$ cat config.mk
export PLATFORM = sky130hd
export DESIGN_NAME = hiccup_supervisor
export DESIGN_NICKNAME = d
export VERILOG_FILES = /design/src/rtl/hiccup_pkg.sv /design/src/rtl/hiccup_debounce.sv /design/src/rtl/hiccup_datapath.sv /design/src/rtl/hiccup_control.sv /design/src/rtl/hiccup_supervisor.sv
export SDC_FILE = /design/constraint.sdc
export NUM_CORES = 1
export LEC_CHECK = 0
export BUFFER_PORTS_ARGS = -buffer_cell sky130_fd_sc_hd__buf_4
export CORE_MARGIN = 2
export CORE_UTILIZATION = 60
export CTS_BUF_LIST = sky130_fd_sc_hd__clkbuf_2
export DETAILED_ROUTE_END_ITERATION = 7
export GPL_TIMING_DRIVEN = 0
export HOLD_SLACK_MARGIN = 0.02
export PLACE_DENSITY = 0.84
export RECOVER_POWER = 100
export SLEW_MARGIN = 20
export SYNTH_ARGS = -nofsm -noshare
export SYNTH_HDL_FRONTEND = slang
export SYNTH_HIERARCHICAL = 1
export SYNTH_SLANG_ARGS = --single-unit
$ cat constraint.sdc
create_clock -name clk -period 5.9 [get_ports clk]
set_clock_uncertainty 0.15 [all_clocks]
set_input_delay 0.295 -clock clk [delete_from_list [all_inputs] [get_ports clk]]
set_output_delay 0.295 -clock clk [all_outputs]
set_load 0.05 [all_outputs]
$ cat src/rtl/hiccup_pkg.sv
package hiccup_pkg;

  typedef enum logic [1:0] {
    ST_LOCK = 2'd0,
    ST_RUN  = 2'd1,
    ST_OFF  = 2'd2
  } sup_state_e;

  // strobes from control to datapath
  typedef struct packed {
    logic loadHiccup;
    logic countHiccup;
    logic clearDebounce;
  } ctl_s;

  // qualified fault conditions from datapath to control
  typedef struct packed {
    logic vddOv;
    logic ov;
    logic oc;
    logic hot;
    logic uv;
    logic maxDuty;
  } trip_s;

  localparam int CAUSE_W = 3;

  localparam logic [CAUSE_W-1:0] CAUSE_NONE  = 3'd0;
  localparam logic [CAUSE_W-1:0] CAUSE_UV    = 3'd1;
  localparam logic [CAUSE_W-1:0] CAUSE_OV    = 3'd2;
  localparam logic [CAUSE_W-1:0] CAUSE_VDDOV = 3'd3;
  localparam logic [CAUSE_W-1:0] CAUSE_OC    = 3'd4;
  localparam logic [CAUSE_W-1:0] CAUSE_MAXD  = 3'd5;
  localparam logic [CAUSE_W-1:0] CAUSE_HOT   = 3'd6;

  // priority encoder: supply-ov > ov > oc > hot > uv > max duty
  function automatic logic [CAUSE_W-1:0] encodeCause(input trip_s t);
    if (t.vddOv)        return CAUSE_VDDOV;
    else if (t.ov)      return CAUSE_OV;
    else if (t.oc)      return CAUSE_OC;
    else if (t.hot)     return CAUSE_HOT;
    else if (t.uv)      return CAUSE_UV;
    else if (t.maxDuty) return CAUSE_MAXD;
    else                return CAUSE_NONE;
  endfunction

  function automatic logic anyTrip(input trip_s t);
    return |t;
  endfunction

endpackage

$ cat src/rtl/hiccup_debounce.sv
module hiccup_debounce #(
  parameter int LIMIT = 2048
) (
  input  logic clk,
  input  logic rst_n,
  input  logic strobe,
  input  logic flag,
  input  logic clear,
  output logic trip
);

  localparam int CW = (LIMIT < 2) ? 1 : $clog2(LIMIT);
  localparam logic [CW-1:0] LAST = CW'(LIMIT - 1);

  logic [CW-1:0] cnt;

  always_ff @(posedge clk) begin
    if (!rst_n) begin
      cnt <= '0;
    end else if (clear || !flag) begin
      cnt <= '0;
    end else if (strobe && cnt != LAST) begin
      cnt <= cnt + 1'b1;
    end
  end

  // trips on the LIMIT-th consecutive strobe with the flag high
  assign trip = flag && strobe && !clear && (cnt == LAST);

  // a low flag always restarts the run
  assert_clear_on_drop_R8: assert property (@(posedge clk) disable iff (!rst_n)
    (!flag) |=> (cnt == '0));

  // counting advances by exactly one per qualifying strobe
  assert_count_step_R1: assert property (@(posedge clk) disable iff (!rst_n)
    (flag && strobe && !clear && cnt != LAST) |=> (cnt == $past(cnt) + 1'b1));

endmodule

$ cat src/rtl/hiccup_datapath.sv
module hiccup_datapath
  import hiccup_pkg::*;
#(
  parameter int LONG_DEB = 2048,
  parameter int OC_DEB   = 4,
  parameter int SUP_W    = 8,
  parameter int ON_CODE  = 145,
  parameter int OFF_CODE = 85,
  parameter int TEMP_W   = 8,
  parameter int OTP_TRIP = 150,
  parameter int OTP_HYS  = 30,
  parameter int HIC_W    = 8
) (
  input  logic              clk,
  input  logic              rst_n,
  input  logic              cycleStrobe,
  input  logic              uvFlag,
  input  logic              ovFlag,
  input  logic              vddOvFlag,
  input  logic              ocFlag,
  input  logic              maxDutyFlag,
  input  logic [SUP_W-1:0]  supplyCode,
  input  logic [TEMP_W-1:0] tempCode,
  input  logic [HIC_W-1:0]  hiccupLen,
  input  ctl_s              ctl,
  output trip_s             trip,
  output logic              uvloOk,
  output logic              hiccupDone
);

  localparam logic [SUP_W-1:0]  ON_THR   = SUP_W'(ON_CODE);
  localparam logic [SUP_W-1:0]  OFF_THR  = SUP_W'(OFF_CODE);
  localparam logic [TEMP_W-1:0] HOT_SET  = TEMP_W'(OTP_TRIP);
  localparam logic [TEMP_W-1:0] HOT_REL  = TEMP_W'(OTP_TRIP - OTP_HYS);

  logic             hotState;
  logic [HIC_W-1:0] hicCnt;
  logic             uvTrip;
  logic             maxTrip;
  logic             ocTrip;

  // long debounce: under-voltage
  hiccup_debounce #(.LIMIT(LONG_DEB)) u_deb_uv (
    .clk    (clk),
    .rst_n  (rst_n),
    .strobe (cycleStrobe),
    .flag   (uvFlag),
    .clear  (ctl.clearDebounce),
    .trip   (uvTrip)
  );

  // long debounce: maximum duty
  hiccup_debounce #(.LIMIT(LONG_DEB)) u_deb_maxd (
    .clk    (clk),
    .rst_n  (rst_n),
    .strobe (cycleStrobe),
    .flag   (maxDutyFlag),
    .clear  (ctl.clearDebounce),
    .trip   (maxTrip)
  );

  // short debounce: over-current
  hiccup_debounce #(.LIMIT(OC_DEB)) u_deb_oc (
    .clk    (clk),
    .rst_n  (rst_n),
    .strobe (cycleStrobe),
    .flag   (ocFlag),
    .clear  (ctl.clearDebounce),
    .trip   (ocTrip)
  );

  // undervoltage lockout with hysteresis
  always_ff @(posedge clk) begin
    if (!rst_n) begin
      uvloOk <= 1'b0;
    end else if (supplyCode > ON_THR) begin
      uvloOk <= 1'b1;
    end else if (supplyCode < OFF_THR) begin
      uvloOk <= 1'b0;
    end
  end

  // over-temperature with hysteresis
  always_ff @(posedge clk) begin
    if (!rst_n) begin
      hotState <= 1'b0;
    end else if (tempCode >= HOT_SET) begin
      hotState <= 1'b1;
    end else if (tempCode <= HOT_REL) begin
      hotState <= 1'b0;
    end
  end

  // hiccup off-time counter
  always_ff @(posedge clk) begin
    if (!rst_n) begin
      hicCnt <= '0;
    end else if (ctl.loadHiccup) begin
      hicCnt <= hiccupLen;
    end else if (ctl.countHiccup && hicCnt != '0) begin
      hicCnt <= hicCnt - 1'b1;
    end
  end

  assign hiccupDone = (hicCnt <= HIC_W'(1));

  always_comb begin
    trip         = '0;
    trip.uv      = uvTrip;
    trip.maxDuty = maxTrip;
    trip.oc      = ocTrip;
    trip.ov      = ovFlag;
    trip.vddOv   = vddOvFlag;
    trip.hot     = hotState;
  end

  assert_hot_hold_R6: assert property (@(posedge clk) disable iff (!rst_n)
    (hotState && tempCode > HOT_REL) |=> hotState);

  assert_uvlo_band_R5: assert property (@(posedge clk) disable iff (!rst_n)
    (supplyCode <= ON_THR && supplyCode >= OFF_THR) |=> $stable(uvloOk));

endmodule

$ cat src/rtl/hiccup_control.sv
module hiccup_control
  import hiccup_pkg::*;
(
  input  logic               clk,
  input  logic               rst_n,
  input  logic               cycleStrobe,
  input  logic               causeClear,
  input  trip_s              trip,
  input  logic               uvloOk,
  input  logic               hiccupDone,
  output ctl_s               ctl,
  output logic               gateEnable,
  output logic [CAUSE_W-1:0] faultCause
);

  sup_state_e          state;
  sup_state_e          stateNext;
  logic                tripNow;
  logic [CAUSE_W-1:0]  causeNext;

  assign tripNow = (state == ST_RUN) && uvloOk && anyTrip(trip);

  always_comb begin
    stateNext = state;
    if (!uvloOk) begin
      stateNext = ST_LOCK;
    end else begin
      unique case (state)
        ST_LOCK: stateNext = ST_RUN;
        ST_RUN:  if (anyTrip(trip)) stateNext = ST_OFF;
        ST_OFF:  if (cycleStrobe && hiccupDone) stateNext = ST_RUN;
        default: stateNext = ST_LOCK;
      endcase
    end
  end

  always_ff @(posedge clk) begin
    if (!rst_n) state <= ST_LOCK;
    else        state <= stateNext;
  end

  always_comb begin
    ctl.loadHiccup    = tripNow;
    ctl.countHiccup   = (state == ST_OFF) && cycleStrobe;
    ctl.clearDebounce = (state != ST_RUN);
  end

  // sticky first-fault cause
  always_comb begin
    causeNext = causeClear ? CAUSE_NONE : faultCause;
    if (causeNext == CAUSE_NONE && tripNow) causeNext = encodeCause(trip);
  end

  always_ff @(posedge clk) begin
    if (!rst_n) faultCause <= CAUSE_NONE;
    else        faultCause <= causeNext;
  end

  assign gateEnable = (state == ST_RUN);

  assert_lockout_gate_R5: assert property (@(posedge clk) disable iff (!rst_n)
    (!uvloOk) |=> !gateEnable);

  assert_instant_trip_R4: assert property (@(posedge clk) disable iff (!rst_n)
    (gateEnable && uvloOk && (trip.ov || trip.vddOv)) |=> !gateEnable);

  assert_cause_sticky_R9: assert property (@(posedge clk) disable iff (!rst_n)
    (faultCause != CAUSE_NONE && !causeClear) |=> (faultCause == $past(faultCause)));

  assert_hold_off_R7: assert property (@(posedge clk) disable iff (!rst_n)
    (state == ST_OFF && !(cycleStrobe && hiccupDone)) |=> !gateEnable);

  assert_clear_cause_R10: assert property (@(posedge clk) disable iff (!rst_n)
    (causeClear && !tripNow) |=> (faultCause == CAUSE_NONE));

endmodule

$ cat src/rtl/hiccup_supervisor.sv
module hiccup_supervisor
  import hiccup_pkg::*;
#(
  parameter int LONG_DEB = 2048,
  parameter int OC_DEB   = 4,
  parameter int SUP_W    = 8,
  parameter int ON_CODE  = 145,
  parameter int OFF_CODE = 85,
  parameter int TEMP_W   = 8,
  parameter int OTP_TRIP = 150,
  parameter int OTP_HYS  = 30,
  parameter int HIC_W    = 8
) (
  input  logic              clk,
  input  logic              rst_n,
  input  logic              cycleStrobe,
  input  logic              uvFlag,
  input  logic              ovFlag,
  input  logic              vddOvFlag,
  input  logic              ocFlag,
  input  logic              maxDutyFlag,
  input  logic [SUP_W-1:0]  supplyCode,
  input  logic [TEMP_W-1:0] tempCode,
  input  logic [HIC_W-1:0]  hiccupLen,
  input  logic              causeClear,
  output logic              gateEnable,
  output logic [2:0]        faultCause
);

  ctl_s  ctl;
  trip_s trip;
  logic  uvloOk;
  logic  hiccupDone;

  hiccup_datapath #(
    .LONG_DEB (LONG_DEB),
    .OC_DEB   (OC_DEB),
    .SUP_W    (SUP_W),
    .ON_CODE  (ON_CODE),
    .OFF_CODE (OFF_CODE),
    .TEMP_W   (TEMP_W),
    .OTP_TRIP (OTP_TRIP),
    .OTP_HYS  (OTP_HYS),
    .HIC_W    (HIC_W)
  ) u_dp (
    .clk         (clk),
    .rst_n       (rst_n),
    .cycleStrobe (cycleStrobe),
    .uvFlag      (uvFlag),
    .ovFlag      (ovFlag),
    .vddOvFlag   (vddOvFlag),
    .ocFlag      (ocFlag),
    .maxDutyFlag (maxDutyFlag),
    .supplyCode  (supplyCode),
    .tempCode    (tempCode),
    .hiccupLen   (hiccupLen),
    .ctl         (ctl),
    .trip        (trip),
    .uvloOk      (uvloOk),
    .hiccupDone  (hiccupDone)
  );

  hiccup_control u_ctl (
    .clk         (clk),
    .rst_n       (rst_n),
    .cycleStrobe (cycleStrobe),
    .causeClear  (causeClear),
    .trip        (trip),
    .uvloOk      (uvloOk),
    .hiccupDone  (hiccupDone),
    .ctl         (ctl),
    .gateEnable  (gateEnable),
    .faultCause  (faultCause)
  );

endmodule

==> flow_metrics.env <==
export IMPL_antenna_left=0
export IMPL_placed_cells=347
export IMPL_max_clock_path_buffers=2
export IMPL_clock_sinks=39
export IMPL_peakVddDrop_uv=141
export IMPL_asyncSetResetFlopFracSynth_pct=0
export IMPL_globalRouteMet1Util_pct=28.1
export IMPL_rsz0062_at_grt="no"
export IMPL_clockRootBuffer="clkbuf_2"
export IMPL_synth_compound_area_share_pct=22.8
export IMPL_path_max_fanout=10
export IMPL_grt_max_degree=17
export IMPL_syn_to_final_growth_pct=13.5
export IMPL_start_util_pct=63.5
export IMPL_drtIter0Drc=157
export IMPL_hp_class="in2reg"
export IMPL_synth_most_common_cell="dfxtp_1"
export IMPL_whs_ps=47.9
export IMPL_via_per_inst=5.89
export IMPL_slew_headroom_pct=57.5
export IMPL_top_usage_layer="met2"
export IMPL_syn_inst=265
export IMPL_hold_viol=0
export IMPL_required_ps=6070
export IMPL_nets=350
export IMPL_fillers=333
export IMPL_synthAdderAreaFrac_pct=3.18
export IMPL_dieArea_sq_um=4450
export IMPL_synth_largest_area_cell="dfxtp_1"
export IMPL_slew_viol_final=0
export IMPL_synth_xor_area_share_pct=4.82
export IMPL_drt_pass1_iter_count=4
export IMPL_yosys_top_cells_count="39 x dfxtp_1, 32 x nor2_1, 18 x nand2_1, 12 x o21ai_0, 11 x xnor2_1"
export IMPL_cts_setup_buffers=0
export IMPL_grt_overflow=0
export IMPL_synth_top_area_share_pct=33.1
export IMPL_drive_above_1_share_pct=19.2
export IMPL_finalWorstSetupSlack_ps=2970
export IMPL_place_congestion=0.824
export IMPL_die_width_um=66.7
export IMPL_worst_setup_path_end_kind="register"
export IMPL_port_buffers=34
export IMPL_clkSlewWorstSetupHoldPaths_ps=210
export IMPL_grt_pass1_wl_mm=8.39
export IMPL_routedWlPerCell_um=13.8
export IMPL_tns_ps=0
export IMPL_seq_area_frac_synth_pct=33.1
export IMPL_clk_latency_ps=390
export IMPL_grt_pass1_vias=2004
export IMPL_worstPathArrival_ps=3100
export IMPL_yosysUniqueCellTypes=61
export IMPL_yosys_most_used_dff="dfxtp_1"
export IMPL_grtUsageTotal_pct=24.3
export IMPL_ys_seq_elements=39
export IMPL_startpoint_type="register"
export IMPL_final_cells=360
export IMPL_fmax_mhz=342
export IMPL_use_met3_pct=5.91
export IMPL_antenna_found_initial=0
export IMPL_synth_simple_area_share_pct=28.9
export IMPL_syn_nets=304
export IMPL_status="complete, no violations"
export IMPL_cts_tree="yes"
export IMPL_ys_warn_count=6
export IMPL_met2_usage_pct=42.0
export IMPL_min_period_over_period_pct=49.6
export IMPL_numCtsBuffers=5
export IMPL_drc=0
export IMPL_io_pins=37
export IMPL_period_minus_slack_ps=2930
export IMPL_pre_cts_ws_ps=3200
export IMPL_vias=2121
export IMPL_worst_pin_slew_ps=631
export IMPL_synth_area_leaders="dfxtp_1 33%, nor2_1 5.1%, xnor2_1 4.1%"
export IMPL_p_leak_nw=0.961
export IMPL_dpl_hpwl_mm=3.54
export IMPL_cap_violations=0
export IMPL_htreeDepth=2
export IMPL_synth_mux_area_share_pct=2.12
export IMPL_power_density_nw_per_um2=180
export IMPL_row_count=22
export IMPL_core_area_sq_um=3720
export IMPL_synth_edf_count=0
export IMPL_wl_mm=4.97
export IMPL_chipHeight_um=66.7
export IMPL_setup_violations=0
export IMPL_synth_area_sq_um=2360
export IMPL_synth_top_family_by_area="simple AND/OR/NAND/NOR gates"
export IMPL_syn_avg_cell_area_sq_um=8.91
export IMPL_critical_path_class="reg2reg"
export IMPL_antenna_cells=0
where the power goes:
| part | leakage [nW] | switching (mW) | internal [mW] |
|---|---|---|---|
| clock network | 0.0429 | 0.0924 | 0.0718 |
| logic | 0.603 | 0.0229 | 0.0255 |
| registers | 0.315 | 0.00221 | 0.266 |
| total | 0.961 | 0.117 | 0.364 |
area by class of cell:
cell class | instances | area [sq um] | share of cell area [%]
clock inverters | 3 | 43.8 | 1.63
flip-flops and latches | 39 | 781 | 29.1
well taps | 48 | 60.1 | 2.24
inverters | 12 | 45.0 | 1.68
repair buffers | 39 | 283 | 10.6
clock buffers | 5 | 25.0 | 0.934
plain buffers | 13 | 71.3 | 2.66
multi-input cells | 201 | 1370 | 51.1
routing by layer:
layer | part of all wire [%] | vias to the layer above
met3 | 3.5 | 6
met5 | 0 | -
li1 | - | 1081
met1 | 46 | 999
met2 | 50 | 35
met4 | 1.3 | 0
worst max-delay path: stages, from the launching register on:
cell       delay (ps)
dfxtp_1           450
ha_1              270
nand4_1           140
nor4_1            270
buf_4             160
nor2_1             60
a31oi_1           280
and2_2            190
clkbuf_1          130
clkbuf_1          370
a2111oi_0         130
a211oi_1          250
per-stage QoR:
step           total power, mW  utilization (%)  cell area (sq um)
2_1_floorplan            0.297                -               2360
3_3_place_gp             0.320             72.0               2680
3_5_place_dp             0.321             72.0               2680
4_1_cts                  0.488             74.9               2790
5_1_grt                  0.502             72.1               2680
6_report                 0.481             72.1               2680
placed cells by master (no fill, tap or decap), drive strengths merged, types with 4 or more instances in the layout:
master / instances
dfxtp: 39
nor2: 36
buf: 34
nand2: 18
clkbuf: 18
inv: 12
o21ai: 12
xnor2: 11
a31oi: 10
nor4: 8
nand3: 8
and3: 8
a211oi: 7
nor2b: 7
ha: 6
nand4: 6
dlygate4sd3: 5
nor3b: 5
a2111oi: 5
mux2i: 5
o211ai: 4
final timing paths:
check                               from                   to  slack (ps)  depth (start not counted)
setup / recovery  u_dp/u_deb_maxd/cnt[0]       u_dp/hicCnt[2]        2970                         11
hold / removal                 vddOvFlag  u_ctl/faultCause[0]          50                          4
setup reg to reg  u_dp/u_deb_maxd/cnt[0]       u_dp/hicCnt[2]        2970                         11
hold reg to reg           u_dp/hicCnt[1]       u_dp/hicCnt[1]         380                          2
sequential cells by signal, summed over array words and instances (netlist names):
register             flops
u_ctl/state              2
u_dp/uvloOk              1
u_dp/hotState            1
u_ctl/faultCause         3
u_dp/u_deb_oc/cnt        2
u_dp/u_deb_maxd/cnt     11
u_dp/hicCnt              8
u_dp/u_deb_uv/cnt       11
kinds of logic after synthesis:
family	after synthesis
AOI/OAI and AO/OA	64
xor gates and xnor gates	13
adders and majority gates	6
buffers and inverters	25
DFF	39
muxes	5
and+or+nand+nor	113
what timing repair did:
| item | 4_1_cts | 5_1_grt |
|---|---|---|
| hold endpoints to repair | 3 | 1 |
| hold buffers | 4 | 1 |
| resized for setup | 0 | 0 |
Power figures use the tool's default switching activity.
